===== config.mk =====
export PLATFORM = sky130hd
export DESIGN_NAME = dma_reg_decoder
export DESIGN_NICKNAME = d
export VERILOG_FILES = /design/src/rtl/dmadec_pkg.sv /design/src/rtl/dmadec_addr_map.sv /design/src/rtl/dmadec_port.sv /design/src/rtl/dmadec_global.sv /design/src/rtl/dma_reg_decoder.sv
export SDC_FILE = /design/constraint.sdc
export NUM_CORES = 1
export LEC_CHECK = 0
export BUFFER_PORTS_ARGS = -buffer_cell sky130_fd_sc_hd__buf_2
export CAP_MARGIN = 20
export CORE_AREA = 2 2 309 311
export CTS_CLUSTER_SIZE = 20
export DETAILED_ROUTE_END_ITERATION = 6
export DIE_AREA = 0 0 311 313
export PLACE_DENSITY_LB_ADDON = 0.1
export SETUP_SLACK_MARGIN = 0.5
export SYNTH_ARGS = -nofsm -noshare
export SYNTH_HDL_FRONTEND = slang
export SYNTH_SLANG_ARGS = --single-unit
export TNS_END_PERCENT = 30

===== constraint.sdc =====
create_clock -name clk -period 5.4 [get_ports clk]
set_clock_uncertainty 0.15 [all_clocks]
set_input_delay 1.35 -clock clk [delete_from_list [all_inputs] [get_ports clk]]
set_output_delay 1.35 -clock clk [all_outputs]
set_load 0.01 [all_outputs]

===== src/rtl/dmadec_pkg.sv =====
package dmadec_pkg;
  typedef enum logic [1:0] {
    TGT_NONE = 2'd0,
    TGT_CHAN = 2'd1,
    TGT_STAT = 2'd2,
    TGT_EN   = 2'd3
  } dd_target_e;

  localparam logic [11:0] CHAN_SPAN_END = 12'hF00;
  localparam logic [11:0] STAT_OFFSET   = 12'hFE0;
  localparam logic [11:0] EN_OFFSET     = 12'hFF0;
endpackage


===== src/rtl/dmadec_addr_map.sv =====
module dmadec_addr_map
  import dmadec_pkg::*;
#(
  parameter int AW     = 12,
  parameter int REG_AW = 8,
  parameter int NCH    = 16,
  parameter int STRB_W = 4,
  parameter bit IS_AUX = 1'b0,
  localparam int CHW   = $clog2(NCH)
) (
  input  logic [AW-1:0]     addr,
  input  logic [STRB_W-1:0] strb,
  output dd_target_e        tgt,
  output logic [CHW-1:0]    chan,
  output logic [REG_AW-1:0] off
);
  logic full_word;
  assign full_word = &strb;

  generate
    if (IS_AUX) begin : g_aux
      always_comb begin
        off  = addr[REG_AW-1:0];
        chan = CHW'(NCH - 1);
        tgt  = full_word ? TGT_CHAN : TGT_NONE;
      end
    end else begin : g_main
      always_comb begin
        off  = addr[REG_AW-1:0];
        chan = addr[REG_AW +: CHW];
        tgt  = TGT_NONE;
        if (full_word) begin
          if (addr < CHAN_SPAN_END)   tgt = TGT_CHAN;
          else if (addr == STAT_OFFSET) tgt = TGT_STAT;
          else if (addr == EN_OFFSET)   tgt = TGT_EN;
        end
      end
    end
  endgenerate
endmodule


===== src/rtl/dmadec_port.sv =====
module dmadec_port #(
  parameter int DW = 32
) (
  input  logic          clk,
  input  logic          rst_n,
  input  logic          req_valid,
  input  logic          grant,
  output logic          req_ready,
  output logic          accept,
  input  logic [DW-1:0] rd_data,
  output logic          rsp_valid,
  input  logic          rsp_ready,
  output logic [DW-1:0] rsp_rdata
);
  assign req_ready = grant && (!rsp_valid || rsp_ready);
  assign accept    = req_valid && req_ready;

  always_ff @(posedge clk) begin
    if (!rst_n) begin
      rsp_valid <= 1'b0;
      rsp_rdata <= '0;
    end else if (accept) begin
      rsp_valid <= 1'b1;
      rsp_rdata <= rd_data;
    end else if (rsp_ready) begin
      rsp_valid <= 1'b0;
    end
  end

  assert_rsp_hold_R9: assert property (@(posedge clk) disable iff (!rst_n)
    (rsp_valid && !rsp_ready) |=> (rsp_valid && $stable(rsp_rdata)));

  assert_stall_blocks_R9: assert property (@(posedge clk) disable iff (!rst_n)
    (rsp_valid && !rsp_ready) |-> !accept);
endmodule


===== src/rtl/dmadec_global.sv =====
module dmadec_global #(
  parameter int NCH = 16
) (
  input  logic           clk,
  input  logic           rst_n,
  input  logic           en_wr,
  input  logic [NCH-1:0] en_wdata,
  input  logic [NCH-1:0] irq_in,
  output logic [NCH-1:0] enable_q,
  output logic [NCH-1:0] status_q
);
  always_ff @(posedge clk) begin
    if (!rst_n) begin
      enable_q <= '1;
      status_q <= '0;
    end else begin
      status_q <= irq_in;
      if (en_wr) enable_q <= en_wdata;
    end
  end

  assert_enable_hold_R3: assert property (@(posedge clk) disable iff (!rst_n)
    !en_wr |=> $stable(enable_q));
endmodule


===== src/rtl/dma_reg_decoder.sv =====
module dma_reg_decoder
  import dmadec_pkg::*;
#(
  parameter int NCH     = 16,
  parameter int DW      = 32,
  parameter int MAIN_AW = 12,
  parameter int REG_AW  = 8,
  localparam int STRB_W = DW / 8,
  localparam int CHW    = $clog2(NCH)
) (
  input  logic              clk,
  input  logic              rst_n,
  input  logic              m_req_valid,
  output logic              m_req_ready,
  input  logic              m_req_write,
  input  logic [MAIN_AW-1:0] m_req_addr,
  input  logic [DW-1:0]     m_req_wdata,
  input  logic [STRB_W-1:0] m_req_strb,
  output logic              m_rsp_valid,
  input  logic              m_rsp_ready,
  output logic [DW-1:0]     m_rsp_rdata,
  input  logic              a_req_valid,
  output logic              a_req_ready,
  input  logic              a_req_write,
  input  logic [REG_AW-1:0] a_req_addr,
  input  logic [DW-1:0]     a_req_wdata,
  input  logic [STRB_W-1:0] a_req_strb,
  output logic              a_rsp_valid,
  input  logic              a_rsp_ready,
  output logic [DW-1:0]     a_rsp_rdata,
  output logic [NCH-1:0]    ch_rd,
  output logic [NCH-1:0]    ch_wr,
  output logic [REG_AW-1:0] ch_addr,
  output logic [DW-1:0]     ch_wdata,
  input  logic [NCH*DW-1:0] ch_rdata,
  input  logic [NCH-1:0]    ch_irq,
  output logic [NCH-1:0]    ch_enable
);
  dd_target_e        m_tgt, a_tgt, sel_tgt;
  logic [CHW-1:0]    m_chan, a_chan, sel_chan;
  logic [REG_AW-1:0] m_off, a_off;
  logic              m_accept, a_accept, sel_valid, sel_write;
  logic [DW-1:0]     rd_mux;
  logic [NCH-1:0]    status_q;
  logic              en_wr;

  dmadec_addr_map #(.AW(MAIN_AW), .REG_AW(REG_AW), .NCH(NCH), .STRB_W(STRB_W), .IS_AUX(1'b0))
    u_map_main (.addr(m_req_addr), .strb(m_req_strb), .tgt(m_tgt), .chan(m_chan), .off(m_off));

  dmadec_addr_map #(.AW(REG_AW), .REG_AW(REG_AW), .NCH(NCH), .STRB_W(STRB_W), .IS_AUX(1'b1))
    u_map_aux (.addr(a_req_addr), .strb(a_req_strb), .tgt(a_tgt), .chan(a_chan), .off(a_off));

  dmadec_port #(.DW(DW)) u_port_main (
    .clk(clk), .rst_n(rst_n), .req_valid(m_req_valid), .grant(1'b1),
    .req_ready(m_req_ready), .accept(m_accept), .rd_data(rd_mux),
    .rsp_valid(m_rsp_valid), .rsp_ready(m_rsp_ready), .rsp_rdata(m_rsp_rdata));

  dmadec_port #(.DW(DW)) u_port_aux (
    .clk(clk), .rst_n(rst_n), .req_valid(a_req_valid), .grant(!m_req_valid),
    .req_ready(a_req_ready), .accept(a_accept), .rd_data(rd_mux),
    .rsp_valid(a_rsp_valid), .rsp_ready(a_rsp_ready), .rsp_rdata(a_rsp_rdata));

  always_comb begin
    sel_valid = m_accept || a_accept;
    if (m_accept) begin
      sel_tgt   = m_tgt;
      sel_chan  = m_chan;
      sel_write = m_req_write;
      ch_addr   = m_off;
      ch_wdata  = m_req_wdata;
    end else begin
      sel_tgt   = a_tgt;
      sel_chan  = a_chan;
      sel_write = a_req_write;
      ch_addr   = a_off;
      ch_wdata  = a_req_wdata;
    end
  end

  generate
    for (genvar c = 0; c < NCH; c++) begin : g_strobe
      logic hit;
      assign hit      = sel_valid && (sel_tgt == TGT_CHAN) && (sel_chan == CHW'(c));
      assign ch_rd[c] = hit && !sel_write;
      assign ch_wr[c] = hit && sel_write;
    end
  endgenerate

  always_comb begin
    unique case (sel_tgt)
      TGT_CHAN: rd_mux = ch_rdata[sel_chan*DW +: DW];
      TGT_STAT: rd_mux = DW'(status_q);
      TGT_EN:   rd_mux = DW'(ch_enable);
      default:  rd_mux = '0;
    endcase
  end

  assign en_wr = sel_valid && sel_write && (sel_tgt == TGT_EN);

  dmadec_global #(.NCH(NCH)) u_global (
    .clk(clk), .rst_n(rst_n), .en_wr(en_wr), .en_wdata(ch_wdata[NCH-1:0]),
    .irq_in(ch_irq), .enable_q(ch_enable), .status_q(status_q));

  assert_strobe_onehot_R1: assert property (@(posedge clk) disable iff (!rst_n)
    $onehot0(ch_rd | ch_wr));

  assert_aux_yields_R8: assert property (@(posedge clk) disable iff (!rst_n)
    m_req_valid |-> !a_req_ready);

  assert_ch15_aux_only_R5: assert property (@(posedge clk) disable iff (!rst_n)
    m_accept |-> (!ch_rd[NCH-1] && !ch_wr[NCH-1]));

  assert_bad_size_quiet_R6: assert property (@(posedge clk) disable iff (!rst_n)
    (m_accept && !(&m_req_strb)) |-> ((ch_rd | ch_wr) == '0));
endmodule


==> out/results.md <==
| Quantity | Reported | Unit |
| --- | --- | --- |
| Final clock period utilization by the worst path | 87.57 | % |
| Type of element launching the critical path | primary input | - |
| Adder-cell share of the synthesized area | 0 | % |
| Critical Path Sink Type | primary output | - |
| Worst setup path startpoint | m_rsp_ready | - |
| Share of flip-flops with an asynchronous set or reset | 0 | % |
| CTS buffer count | 9 | - |
| Result of the run | completed | - |
| Hold Path Depth | 2 | - |
| Share of the synthesized area in compound gates (AO/OA/AOI/OAI) | 29.81 | % |
| R2R depth | 8 | - |
| Last weighted congestion value of the routability-driven placer | 0.8803 | - |
| Tot GR Track Use | 16.71 | % |
| Total number of yosys warnings | 0 | - |
| Setup slack after placement | 589.8 | ps |
| Buffers on Ports | 783 | - |
| Number of flops mapped to enable cells by yosys | 0 | - |
| Power density over the cells | 164.1 | mW/mm2 |
| Slew of the pin with the lowest slew margin | 1050 | ps |
| Maximum number of pins on one net before global-route repair | 95 | - |
| Number of hold violations in the final report | 0 | - |
| Top-level I/O count | 784 | - |
| Max-capacitance violation count | 0 | - |
| Leading cell types in the layout, fill and taps excluded | buf_2 (781), nand2_1 (207), nor2_1 (113) | - |
| Via density per instance | 3.948 | - |
| Worst reg-to-reg setup slack | 1980 | ps |
| Vias in the first global route | 13.63k | - |
| Capture point of the critical path | ch_wr[12] | - |
| Number of standard cells after synthesis | 1238 | - |
| Wire length of the first global-routing pass | 113.3 | mm |
| Least setup slack across all paths after layout | 671.4 | ps |
| Setup repair after global routing missed its margin | false | - |
| Maximum fanout count along the critical path | 8 | - |
| Accumulated negative setup slack | 0 | ps |
| Capture point of the worst reg-to-reg path | u_port_main.rsp_rdata[29] | - |
| Total nets after synthesis | 1866 | - |
| Critical path type | primary input to primary output | - |
| Remaining global-route overflow | 0 | - |
| Area growth, synth to finish | 64.47 | % |
| HPWL reported at the end of detailed placement | 69.32 | mm |
| CTS max path bufs | 2 | - |
| Leakage power | 6.750 | nW |
| Antenna-violating nets left | 0 | - |
| Detailed Routing Iterations Pass 1 | 5 | - |
| Clock tree from TritonCTS | done | - |
| Final Critical Period | 4729 | ps |
| # H-tree levels | 3 | - |
| Share of synthesized cell area in and, or, nand and nor gates | 22.35 | % |
| Clk slew on worst S/H paths | 90 | ps |
| Root Driver | clkbuf_16 | - |
| Share of synthesized area occupied by flip-flops and latches | 21.73 | % |
| Number of nets in the final layout | 2593 | - |
| Total standard cell area after synthesis | 0.009029 | mm2 |
| Number of clock sinks | 98 | - |
| Skew-Pair Late Insertion Delay | 390 | ps |
| Total Die Area | 0.09734 | mm2 |
| Post-synthesis sequential element count | 98 | - |
| Max rail drop VDD | 143.6 | uV |
| Slew HR | 29.83 | % |
| Die extent in y | 313 | um |
| Post-detailed-route wirelength per cell | 25.98 | um |
| Worst path arrival time | 3230 | ps |
| Core outline area | 0.09416 | mm2 |
| Fmax | 211.5 | MHz |
| Number of distinct standard cells referenced by the synthesized netlist | 60 | - |
| Fraction of layout cells with a size suffix above 1 | 48.70 | % |
| Fraction of synthesized cell area in xor and xnor cells | 0 | % |
| Ys flop type | dfxtp_1 | - |
| Die X | 311 | um |
| Leading cell type in the layout, fill and taps excluded | buf_2 | - |
| Final-report setup violation count | 0 | - |
| Wire length after detailed routing | 84.29 | mm |
| Initial drt markers | 535 | - |
| Critical register-to-register path startpoint | u_port_main.rsp_valid | - |
| Hold WC Path Type | flop to flop | - |
| Mux contribution to synthesized area | 20.04 | % |
| Rows | 113 | - |
| Number of antenna violations at the first check in global routing | 30 | - |
| Final Max Slew Viols | 0 | - |
| Mean post-synth cell area | 7.293 | um2 |
| Dominant combinational cell family by area after synthesis | compound AO/OA/AOI/OAI gates | - |
| Effective utilization at floorplan | 9.588 | % |
| Data required time of the worst path | 3900 | ps |
| DRC violations left | 0 | - |
| Number of vias after detailed routing | 12.81k | - |
==> routing by layer <==
metal	wire [um]	up-vias	global-route usage (%)	part of all wire, %
met5	161	-	0	0.19
met1	34220	6084	19.15	41
met2	42950	562	30.67	51
met4	1942	26	4.370	2.3
li1	-	6053	-	-
met3	5010	83	4.215	5.9
==> flip-flops by register name (all words and copies together) (netlist names) <==
signal,count
u_global.enable_q,16
u_port_main.rsp_valid,1
u_port_aux.rsp_valid,1
u_port_aux.rsp_rdata,32
u_port_main.rsp_rdata,32
u_global.status_q,16
==> what timing repair did <==
action                                  CTS  global route
buffers inserted                          0             2
endpoints found under the setup margin    0             1
hold buffers                              0             0
gates resized for setup                   0             0
==> synthesized netlist by cell type (8+ instances only) <==
cell	n	area (um2)
o211ai_1	11	82.58
o221ai_1	40	350.3
inv_1	8	30.03
nor2_1	114	427.9
o22ai_1	30	187.7
buf_2	30	150.1
and2_1	19	118.9
a21oi_1	74	370.4
nand3_1	16	80.08
a22o_1	12	105.1
mux4_2	10	225.2
o21ai_0	106	530.5
nor3_1	19	95.09
a211oi_1	15	112.6
clkbuf_1	65	244.0
a2111oi_0	8	70.07
nor2b_1	9	56.30
buf_1	25	93.84
dfxtp_1	98	1962
nand2b_1	30	187.7
mux2_2	74	833.3
mux2i_1	75	750.7
o22a_1	11	96.34
o31ai_1	31	232.7
o32ai_1	8	70.07
nor4_1	8	50.05
nand2_1	209	784.5
==> critical path, stage by stage <==
cell and delay, ps:
buf_2 100, nor2b_2 220, inv_2 140, a21oi_2 160
buf_4 160, a21o_1 280, nand2_1 320, nor3_1 290
buf_2 190
==> worst min path at each step <==
stage	from	endpoint
2_1_floorplan	u_port_aux.rsp_rdata[5]	u_port_aux.rsp_rdata[5]
3_3_place_gp	u_port_aux.rsp_rdata[0]	u_port_aux.rsp_rdata[0]
3_5_place_dp	u_port_aux.rsp_rdata[5]	u_port_aux.rsp_rdata[5]
4_1_cts	u_port_aux.rsp_rdata[5]	u_port_aux.rsp_rdata[5]
5_1_grt	u_port_aux.rsp_rdata[5]	u_port_aux.rsp_rdata[5]
6_report	u_port_aux.rsp_rdata[5]	u_port_aux.rsp_rdata[5]
==> stage by stage <==
stage / power, mW / hold WS (ps) / cells / util (%) / area (um2)
2_1_floorplan: 1.181 / 316.6 / 1238 / - / 9029
4_1_cts: 2.531 / 302.1 / 3232 / 15.73 / 14810
6_report: 2.437 / 298.4 / 3244 / 15.77 / 14850
5_1_grt: 2.602 / 312.1 / 3240 / 15.76 / 14840
3_3_place_gp: 1.781 / 287.6 / 3216 / 15.42 / 14520
3_5_place_dp: 1.788 / 286.1 / 3217 / 15.44 / 14540
==> power by group <==
group / switching, mW / leakage, nW / internal, mW
clock network: 0.381 / 0.130 / 0.318
registers: 0.00578 / 0.797 / 0.736
logic: 0.588 / 5.82 / 0.407
==> logic make-up after synthesis <==
group	after synthesis
AND/OR/NAND/NOR	452
AO/OA/AOI/OAI	396
multiplexers	159
buffers and inverters	133
flip-flops	98
==> layout make-up <==
cell class	count	area, um2
Timing Repair Buffer	838	4398
Antenna cell	10	25.02
Multi-Input combinational cell	1007	6566
Sequential cell	98	1962
Fill cell	11120	79310
Clock buffer	9	225.2
Tap cell	1265	1583
Clock inverter	6	48.80
Inverter	11	41.29
(Power assumes the default switching activity.)
